<file path="src/rtl/spi_cdiv_pkg.sv">
package spi_cdiv_pkg;

    localparam int DEF_LIN_W = 8;
    localparam int DEF_EXP_W = 4;

    typedef enum logic {
        LAW_POW2 = 1'b0,
        LAW_LIN  = 1'b1
    } law_e;

    typedef struct packed {
        logic lead;
        logic trail;
    } stb_t;

    // Counter width: enough for a linear half period minus one, and for 2^(2^EXP_W - 2).
    function automatic int cnt_width(int lin_w, int exp_w);
        int pw;
        pw = (1 << exp_w) - 1;
        return (lin_w + 1 > pw) ? lin_w + 1 : pw;
    endfunction

endpackage

</file>
<file path="src/rtl/spi_cdiv_cfg.sv">
module spi_cdiv_cfg
    import spi_cdiv_pkg::*;
#(
    parameter int LIN_W = DEF_LIN_W,
    parameter int EXP_W = DEF_EXP_W,
    parameter int CNT_W = cnt_width(DEF_LIN_W, DEF_EXP_W)
) (
    input  logic             clk,
    input  logic             rst,
    input  logic             start,
    input  logic [LIN_W-1:0] lin_div,
    input  logic [EXP_W-1:0] exp_div,
    input  law_e             law,
    input  logic             cpol,
    output logic [CNT_W-1:0] half_m1_nxt,
    output logic [CNT_W-1:0] half_m1,
    output logic             bypass,
    output logic             cpol_q
);

    localparam logic [EXP_W-1:0] EXP_ONE = {{(EXP_W-1){1'b0}}, 1'b1};
    localparam logic [CNT_W-1:0] CNT_ONE = {{(CNT_W-1){1'b0}}, 1'b1};

    logic [EXP_W-1:0] shamt;
    logic             bypass_nxt;

    always_comb begin
        shamt       = exp_div - EXP_ONE;
        bypass_nxt  = 1'b0;
        half_m1_nxt = '0;
        if (law == LAW_LIN) begin
            half_m1_nxt = CNT_W'(lin_div);
        end else if (exp_div == '0) begin
            bypass_nxt  = 1'b1;
        end else begin
            half_m1_nxt = (CNT_ONE << shamt) - CNT_ONE;
        end
    end

    always_ff @(posedge clk) begin
        if (rst) begin
            half_m1 <= '0;
            bypass  <= 1'b0;
            cpol_q  <= 1'b0;
        end else if (start) begin
            half_m1 <= half_m1_nxt;
            bypass  <= bypass_nxt;
            cpol_q  <= cpol;
        end
    end

endmodule

</file>
<file path="src/rtl/spi_cdiv_timer.sv">
module spi_cdiv_timer #(
    parameter int CNT_W = 15
) (
    input  logic             clk,
    input  logic             rst,
    input  logic             en,
    input  logic             start,
    input  logic             run,
    input  logic [CNT_W-1:0] load_val,
    input  logic [CNT_W-1:0] reload_val,
    output logic             tick
);

    logic [CNT_W-1:0] cnt;

    assign tick = run && (cnt == '0);

    always_ff @(posedge clk) begin
        if (rst || !en) begin
            cnt <= '0;
        end else if (start) begin
            cnt <= load_val;
        end else if (run) begin
            if (cnt == '0) cnt <= reload_val;
            else           cnt <= cnt - 1'b1;
        end
    end

endmodule

</file>
<file path="src/rtl/spi_cdiv_edge.sv">
module spi_cdiv_edge
    import spi_cdiv_pkg::*;
(
    input  logic clk,
    input  logic rst,
    input  logic en,
    input  logic tick,
    output logic phase,
    output stb_t stb
);

    always_ff @(posedge clk) begin
        if (rst || !en) begin
            phase <= 1'b0;
            stb   <= '0;
        end else begin
            stb.lead  <= tick && !phase;
            stb.trail <= tick && phase;
            if (tick) phase <= !phase;
        end
    end

endmodule

</file>
<file path="src/rtl/spi_dual_clkdiv.sv">
module spi_dual_clkdiv
    import spi_cdiv_pkg::*;
#(
    parameter int LIN_W = DEF_LIN_W,
    parameter int EXP_W = DEF_EXP_W
) (
    input  logic             clk,
    input  logic             rst,
    input  logic             en,
    input  logic [LIN_W-1:0] lin_div,
    input  logic [EXP_W-1:0] exp_div,
    input  logic             law_sel,
    input  logic             cpol,
    output logic             sclk,
    output logic             lead_stb,
    output logic             trail_stb
);

    localparam int CNT_W = cnt_width(LIN_W, EXP_W);

    logic             active_q;
    logic             start;
    logic             run;
    logic             tick;
    logic             phase;
    logic             bypass;
    logic             cpol_q;
    logic             byp_act;
    logic [CNT_W-1:0] half_m1_nxt;
    logic [CNT_W-1:0] half_m1;
    law_e             law;
    stb_t             stb;

    assign law     = law_e'(law_sel);
    assign start   = en && !active_q;
    assign run     = en && active_q && !bypass;
    assign byp_act = active_q && bypass;

    always_ff @(posedge clk) begin
        if (rst) active_q <= 1'b0;
        else     active_q <= en;
    end

    spi_cdiv_cfg #(.LIN_W(LIN_W), .EXP_W(EXP_W), .CNT_W(CNT_W)) u_cfg (
        .clk         (clk),
        .rst         (rst),
        .start       (start),
        .lin_div     (lin_div),
        .exp_div     (exp_div),
        .law         (law),
        .cpol        (cpol),
        .half_m1_nxt (half_m1_nxt),
        .half_m1     (half_m1),
        .bypass      (bypass),
        .cpol_q      (cpol_q)
    );

    spi_cdiv_timer #(.CNT_W(CNT_W)) u_timer (
        .clk        (clk),
        .rst        (rst),
        .en         (en),
        .start      (start),
        .run        (run),
        .load_val   (half_m1_nxt),
        .reload_val (half_m1),
        .tick       (tick)
    );

    spi_cdiv_edge u_edge (
        .clk   (clk),
        .rst   (rst),
        .en    (en),
        .tick  (tick),
        .phase (phase),
        .stb   (stb)
    );

    always_comb begin
        if (!active_q)    sclk = cpol;
        else if (bypass)  sclk = cpol_q ^ clk;
        else              sclk = cpol_q ^ phase;
    end

    assign lead_stb  = byp_act || stb.lead;
    assign trail_stb = byp_act || stb.trail;

endmodule

</file>
<file path="config.mk">
export PLATFORM = sky130hd
export DESIGN_NAME = spi_dual_clkdiv
export DESIGN_NICKNAME = d
export VERILOG_FILES = /design/src/rtl/spi_cdiv_pkg.sv /design/src/rtl/spi_cdiv_cfg.sv /design/src/rtl/spi_cdiv_timer.sv /design/src/rtl/spi_cdiv_edge.sv /design/src/rtl/spi_dual_clkdiv.sv
export SDC_FILE = /design/constraint.sdc
export NUM_CORES = 1
export LEC_CHECK = 0
export BUFFER_PORTS_ARGS = -buffer_cell sky130_fd_sc_hd__buf_2
export CORE_MARGIN = 1
export CORE_UTILIZATION = 40
export DETAILED_ROUTE_END_ITERATION = 12
export SYNTH_ARGS = -nofsm -noshare
export SYNTH_HDL_FRONTEND = slang
export SYNTH_SLANG_ARGS = --single-unit
</file>
<file path="constraint.sdc">
create_clock -name clk -period 2.1 [get_ports clk]
set_input_delay 0.315 -clock clk [delete_from_list [all_inputs] [get_ports clk]]
set_output_delay 0.315 -clock clk [all_outputs]
set_load 0.05 [all_outputs]
</file>
==> summary.txt, run 1 <==
Flow run
  – Max cap viols: 0

Global routing
  – Initial antenna violation count: 0
  – Global-route usage over all layers: 0.243
  – Largest net degree at the start of global routing: 21
  – GR Overflow Total: 0
  – Vias in the first global route: 2156
  – Global-route wire length before repair: 10900 um

Finish
  – Fraction of layout cells with a size suffix above 1: 0.241
  – Design area: 0.00275 mm2
  – Nets: 358
  – Post-route core utilization: 0.528
  – Register area: 721 um2
  – Area of the multi-input gates: 0.00140 mm2
  – ANT cells: 0
  – Syn-to-layout area delta: 25.4%
  – Fillers: 531

Detailed routing
  – Vias/cell: 5.70
  – WL/cell: 15.8 um
  – Total wire length: 6460 um
  – Vias: 2336
  – ANT nets after route: 0
  – Starting DRC count in detailed routing: 184
  – Pre-antenna DRT Iters: 5
  – Drt drc: 0

Clock network
  – Clk_lat worst skew: 0.39 ns
  – Post-CTS Hold Buffers: 0
  – Clock Pin Slew Worst Setup and Hold Paths: 0.07 ns
  – CTS tree: built

Min path
  – Hold Path Class: primary input to flip-flop
  – Worst Hold Launch: cpol

Power
  – Peak VDD IR: 0.283 mV
  – Lkg Pwr: 1.08 nW
  – Total power: 0.00189 W
  – Cell area power density: 689 mW/mm2

Worst setup path
  – Critical Path, Cell by Cell: buf_8 -> mux2i_4 -> xnor2_1 -> mux2_4 -> buf_8
  – Setup CP Type: clock port to primary output
  – RR Startpoint: u_timer.cnt[2]$_SDFFE_PP0P_
  – Worst endpoint required time: 1.78 ns
  – Setup slack, reg-to-reg: 0.13 ns
  – Worst path most repeated cell: buf_8
  – Reg2Reg Depth: 5
  – Crit-path slowest cell: mux2_4
  – Setup crit end kind: primary output
  – Crit path arrival time: 1.79 ns
  – Worst setup startpoint: clk
  – CP endpoint: sclk
  – Reg2reg end: u_timer.cnt[13]$_SDFFE_PP0P_
  – Crit-path max cell delay: 0.27 ns
  – Startpoint Class: clock port
  – CP Max Fanout: 2

Die
  – Core area: 0.00520 mm2
  – Initial Utilization: 0.421
  – FP Rows: 26
  – I/O pin count: 20
  – Die width: 76.0 um
  – Die height: 76.0 um
  – Die area: 0.00577 mm2

Status
  – Failing checks: negative setup slack
  – Status: finished, violations left

Timing
  – Worst-Margin Slew: 0.455 ns
  – Max_slew headroom: 0.693
  – Final Hold Vio Count: 0
  – # setup viols final: 1
  – Fin. max-slew vios: 0
  – RSZ-0062 raised after global routing: true
  – Max Clock Skew: 0.00553 ns
  – Final worst setup slack: -0.00345 ns
  – Setup TNS: -0.00345 ns

Synthesis
  – Synth top area cells: dfxtp_1 33%, o21ai_0 6.6%, a21oi_1 6.4%, nand2_1 5.1%, nor2_1 4.3%
  – Top_reg_cell synth: dfxtp_1
  – FFs w/ async S/R, synth: 0
  – Syn_area_per_cell: 7.45 um2
  – Cell Area, Synth: 0.00219 mm2
  – Synth Net Count: 313
  – YS warnings: 0
  – Yosys reg bits: 36
  – Post-synth EDFFs: 0
  – Yosys cell types: 48
  – Synth Instances: 294
  – Dominant cell type by area after synthesis: dfxtp_1
  – Seq/Total Area, Yosys: 0.329
  – Yosys top cell area share: 0.329

Placement
  – I/O Buffers: 19
  – GPL Wtd Cong: 0.881
  – Dpl cell area: 0.00259 mm2
  – Dpl hpwl: 4700 um
[sequential cells by signal, indices dropped and copies added (netlist names)]
register / count
u_cfg.half_m1: 15
u_timer.cnt: 15
u_edge.stb: 2
active_q: 1
u_cfg.bypass: 1
u_cfg.cpol_q: 1
u_edge.phase: 1
[area by class of cell]
class	count	share of cell area
multi-input combinational	227	0.508
inverter	11	0.0150
tap	70	0.0319
sequential	36	0.262
clock buffer	11	0.0487
timing repair buffer	55	0.134
[logic make-up after synthesis]
| group | count (synthesis) | share of synthesized area |
|---|---|---|
| adder cells (fa/ha/maj) | 2 | 0.0114 |
| AO/OA/AOI/OAI | 101 | 0.278 |
| AND/OR/NAND/NOR | 111 | 0.273 |
| flip-flops | 36 | 0.329 |
| XOR/XNOR | 8 | 0.0320 |
| buffers and inverters | 31 | 0.0531 |
| multiplexers | 5 | 0.0234 |
[report_power, final]
group	internal [W]	switching (W)	total, W
registers	0.000716	0.0000288	0.000745
clock network	0.000370	0.000280	0.000650
logic	0.000225	0.000272	0.000497
total	0.00131	0.000580	0.00189
[how the worst min path moves through the flow]
stage | endpoint | slack, ns | depth (start not counted)
floorplan | u_cfg.half_m1[12]$_SDFFE_PP0P_ | 0.43 | 2
global placement | u_cfg.half_m1[12]$_SDFFE_PP0P_ | 0.44 | 2
detailed placement | u_cfg.half_m1[5]$_SDFFE_PP0P_ | 0.45 | 2
CTS | u_cfg.cpol_q$_SDFFE_PP0P_ | 0.16 | 3
global route | u_cfg.cpol_q$_SDFFE_PP0P_ | 0.19 | 3
finish | u_cfg.cpol_q$_SDFFE_PP0P_ | 0.16 | 3
[cells in the mapped netlist, drive strengths merged, types with 2 or more instances]
cell type  instances
inv               11
nor2b              2
xor2               3
mux2i              4
ha                 2
xnor2              5
or2                4
nand4              3
or3                4
a22oi              2
nor3               7
dfxtp             36
clkbuf            18
nor2              25
a21oi             28
or4                3
a31oi             12
a32o               2
o21ai             30
and2               3
nand2             30
nor3b              3
nand3              4
nor4               8
buf                2
nand4b             3
a211oi             3
o211ai            12
o31ai              5
nand2b             7
[metal layers]
layer	part of all wire	global-route usage
met5	0	0
met4	0.013	0.100
met3	0.049	0.0359
met2	0.47	0.379
met1	0.47	0.336
[metrics by stage]
step / hold WS, ns / cells / worst slack (ns)
after detailed placement: 0.447 / 400 / -0.134
after floorplan: 0.432 / 294 / 0.00221
after CTS: 0.163 / 410 / -0.0420
final: 0.165 / 410 / -0.00345
after global routing: 0.186 / 410 / -0.0225
after global placement: 0.443 / 400 / -0.0708
[worst max-delay path: cells and delay by family]
family	cells	cell delay, ns
xor+xnor	1	0.08
buf+inv	2	0.25
mux	2	0.41
[repair_timing]
item                       in CTS  in global routing
pin swaps                       1                  1
setup endpoints to repair       1                 14
setup buffers                   0                  0
resized for setup               6                  4
[layout by cell type (no fill, tap or decap), types with 10 or more instances in the layout]
cell type	count
a31oi_1	12
nand2_1	30
inv_1	10
o21ai_0	27
buf_4	37
o211ai_1	12
buf_2	18
dfxtp_1	36
a21oi_1	28
nor2_1	25
No activity file was read; power rests on OpenSTA's default activity.
==> inputs of run 2 (changes only) <==
Settings changed: CORE_MARGIN 1 to 2, SKIP_LAST_GASP set to 1.
==> summary.txt, run 2 (same netlist as run 1, synthesis figures left out) <==
Worst setup path
  – RR Startpoint: u_timer.cnt[3]$_SDFFE_PP0P_
  – Critical Path, Cell by Cell: buf_8 -> mux2i_4 -> xnor2_1 -> mux2_4 -> buf_8
  – Crit-path max cell delay: 0.27 ns (about the same)
  – Setup slack, reg-to-reg: 0.10 ns (-0.03 ns)
  – CP Max Fanout: 2 (unchanged)
  – Startpoint Class: clock port
  – Setup CP Type: clock port to primary output
  – Worst path most repeated cell: buf_8
  – Crit-path slowest cell: mux2_4
  – Reg2Reg Depth: 5 (unchanged)
  – Worst endpoint required time: 1.78 ns (about the same)
  – Crit path arrival time: 1.79 ns (about the same)
  – Reg2reg end: u_timer.cnt[13]$_SDFFE_PP0P_
  – Setup crit end kind: primary output

Timing
  – Final worst setup slack: -0.000129 ns (+0.00332 ns)
  – Final Hold Vio Count: 0 (unchanged)
  – Fin. max-slew vios: 0 (unchanged)
  – Hold Slack: 0.175 ns (+0.0102 ns)
  – Worst-Margin Slew: 0.538 ns (+0.0823 ns)
  – RSZ-0062 raised after global routing: true
  – Max_slew headroom: 0.642 (-0.0516)
  – # setup viols final: 1 (unchanged)
  – Max Clock Skew: 0.00592 ns (+0.000396 ns)

Die
  – Core area: 0.00520 mm2 (unchanged)
  – Initial Utilization: 0.421 (unchanged)
  – Die height: 78.0 um (+2.6%)
  – Die width: 78.0 um (+2.6%)
  – I/O pin count: 20 (unchanged)
  – Die area: 0.00608 mm2 (+5.3%)
  – FP Rows: 26 (unchanged)

Finish
  – Most frequent cells in the layout: 35 x dfxtp_1, 33 x buf_4, 30 x nand2_1
  – Area of the multi-input gates: 0.00140 mm2 (+0.54%)
  – Commonest non-fill, non-tap cell in the layout: dfxtp_1
  – Design area: 0.00275 mm2 (about the same)
  – Fraction of layout cells with a size suffix above 1: 0.243 (+0.00215)
  – ANT cells: 0 (unchanged)
  – Post-route core utilization: 0.528 (about the same)
  – Syn-to-layout area delta: 25.5% (about the same)
  – Nets: 355 (-0.84%)
  – Fillers: 521 (-1.9%)
  – Register area: 722 um2 (+0.17%)
  – Regs by FF count: u_cfg.half_m1 (15), u_timer.cnt (15), u_edge.stb (2)

Placement
  – Post-Place Setup Slack: -0.0880 ns (+0.0455 ns)
  – I/O Buffers: 19 (unchanged)
  – Dpl cell area: 0.00258 mm2 (-0.39%)
  – GPL Wtd Cong: 0.882 (+0.15%)
  – Dpl hpwl: 4660 um (-0.83%)

Flow run
  – Max cap viols: 0 (unchanged)

Clock network
  – Post-CTS Hold Buffers: 0 (unchanged)
  – Clock Pin Slew Worst Setup and Hold Paths: 0.07 ns (about the same)
  – CTS tree: built
  – Clk_lat worst skew: 0.40 ns (about the same)

Power
  – Cell area power density: 686 mW/mm2 (-0.39%)
  – Total power: 0.00189 W (-0.30%)
  – Lkg Pwr: 1.07 nW (-0.65%)
  – Peak VDD IR: 0.267 mV (-5.5%)

Global routing
  – Largest net degree at the start of global routing: 21 (unchanged)
  – Vias in the first global route: 2191 (+1.6%)
  – Global-route usage over all layers: 0.226 (-0.0168)
  – Global-route wire length before repair: 10700 um (-1.8%)
  – Initial antenna violation count: 0 (unchanged)
  – GR Overflow Total: 0 (unchanged)

Detailed routing
  – ANT nets after route: 0 (unchanged)
  – Drt drc: 0 (unchanged)
  – Vias/cell: 5.68 (-0.30%)
  – WL/cell: 15.4 um (-2.5%)
  – Pre-antenna DRT Iters: 4 (-1)
  – Vias: 2312 (-1.0%)
  – Starting DRC count in detailed routing: 149 (-19%)
  – Total wire length: 6260 um (-3.2%)

Min path
  – Worst Hold Launch: cpol
  – Hold Path Stages: 3 (unchanged)
  – Hold path endpoint: u_cfg.cpol_q$_SDFFE_PP0P_
  – Hold Path Class: primary input to flip-flop

Status
  – Status: finished, violations left
  – Failing checks: negative setup slack
run 2: cell types whose count changed in the layout (fill, tap and decap cells not counted), sizes merged:
| cell | before | now |
|---|---|---|
| buf | 57 | 54 |
| clkinvlp | 0 | 1 |
| clkbuf | 9 | 8 |
run 2: metal layers:
metal | global-route usage | part of all wire | vias to the layer above | wire (um)
met5 | 0 | 0 | - | 0
met4 | 0.0912 | 0.020 | 0 | 123
met2 | 0.369 | 0.47 | 58 | 2920
li1 | - | - | 1160 | -
met1 | 0.288 | 0.48 | 1083 | 2980
met3 | 0.0523 | 0.037 | 11 | 229
run 2: how the worst max path moves through the flow:
| stage | start | end | slack (ns) | cells past startpoint |
|---|---|---|---|---|
| 6_report | clk | sclk | -0.0001 | 5 |
| 5_1_grt | clk | sclk | -0.04 | 5 |
| 4_1_cts | clk | sclk | -0.05 | 5 |
| 3_5_place_dp | exp_div[3] | u_timer.cnt[4]$_SDFFE_PP0P_ | -0.09 | 10 |
| 3_3_place_gp | exp_div[3] | u_timer.cnt[4]$_SDFFE_PP0P_ | -0.06 | 10 |
| 2_1_floorplan | u_timer.cnt[0]$_SDFFE_PP0P_ | u_timer.cnt[6]$_SDFFE_PP0P_ | 0.002 | 8 |
run 2: final cells by class:
cell class / instances / share of cell area
clock buffer: 10 / 0.0473
clock inverter: 1 / 0.00273
inverter: 11 / 0.0150
multi-input combinational: 227 / 0.510
sequential: 36 / 0.263
tap: 70 / 0.0319
timing repair buffer: 52 / 0.130
run 2: per-stage QoR:
step	instances	setup TNS (ns)
detailed placement	397	-0.314
global route	407	-0.0397
finish	407	-0.000129
CTS	407	-0.0497
global placement	397	-0.175
floorplan	294	0
run 2: power breakdown:
| part | total, W | internal, W | switching (W) |
|---|---|---|---|
| Combinational | 0.000490 | 0.000224 | 0.000266 |
| Clock | 0.000652 | 0.000369 | 0.000283 |
| Sequential | 0.000744 | 0.000716 | 0.0000278 |
run 2: what timing repair did:
item / in CTS / in global routing
endpoints found under the hold margin: 0 / 0
setup buffers: 0 / 0
setup endpoints to repair: 3 / 5
gates resized for setup: 8 / 4
pin swaps: 1 / 1
run 2: critical path: cells and delay by family:
kind                      cells  cell delay, ns
xor gates and xnor gates      1            0.08
muxes                         2            0.41
buffers and inverters         2            0.25
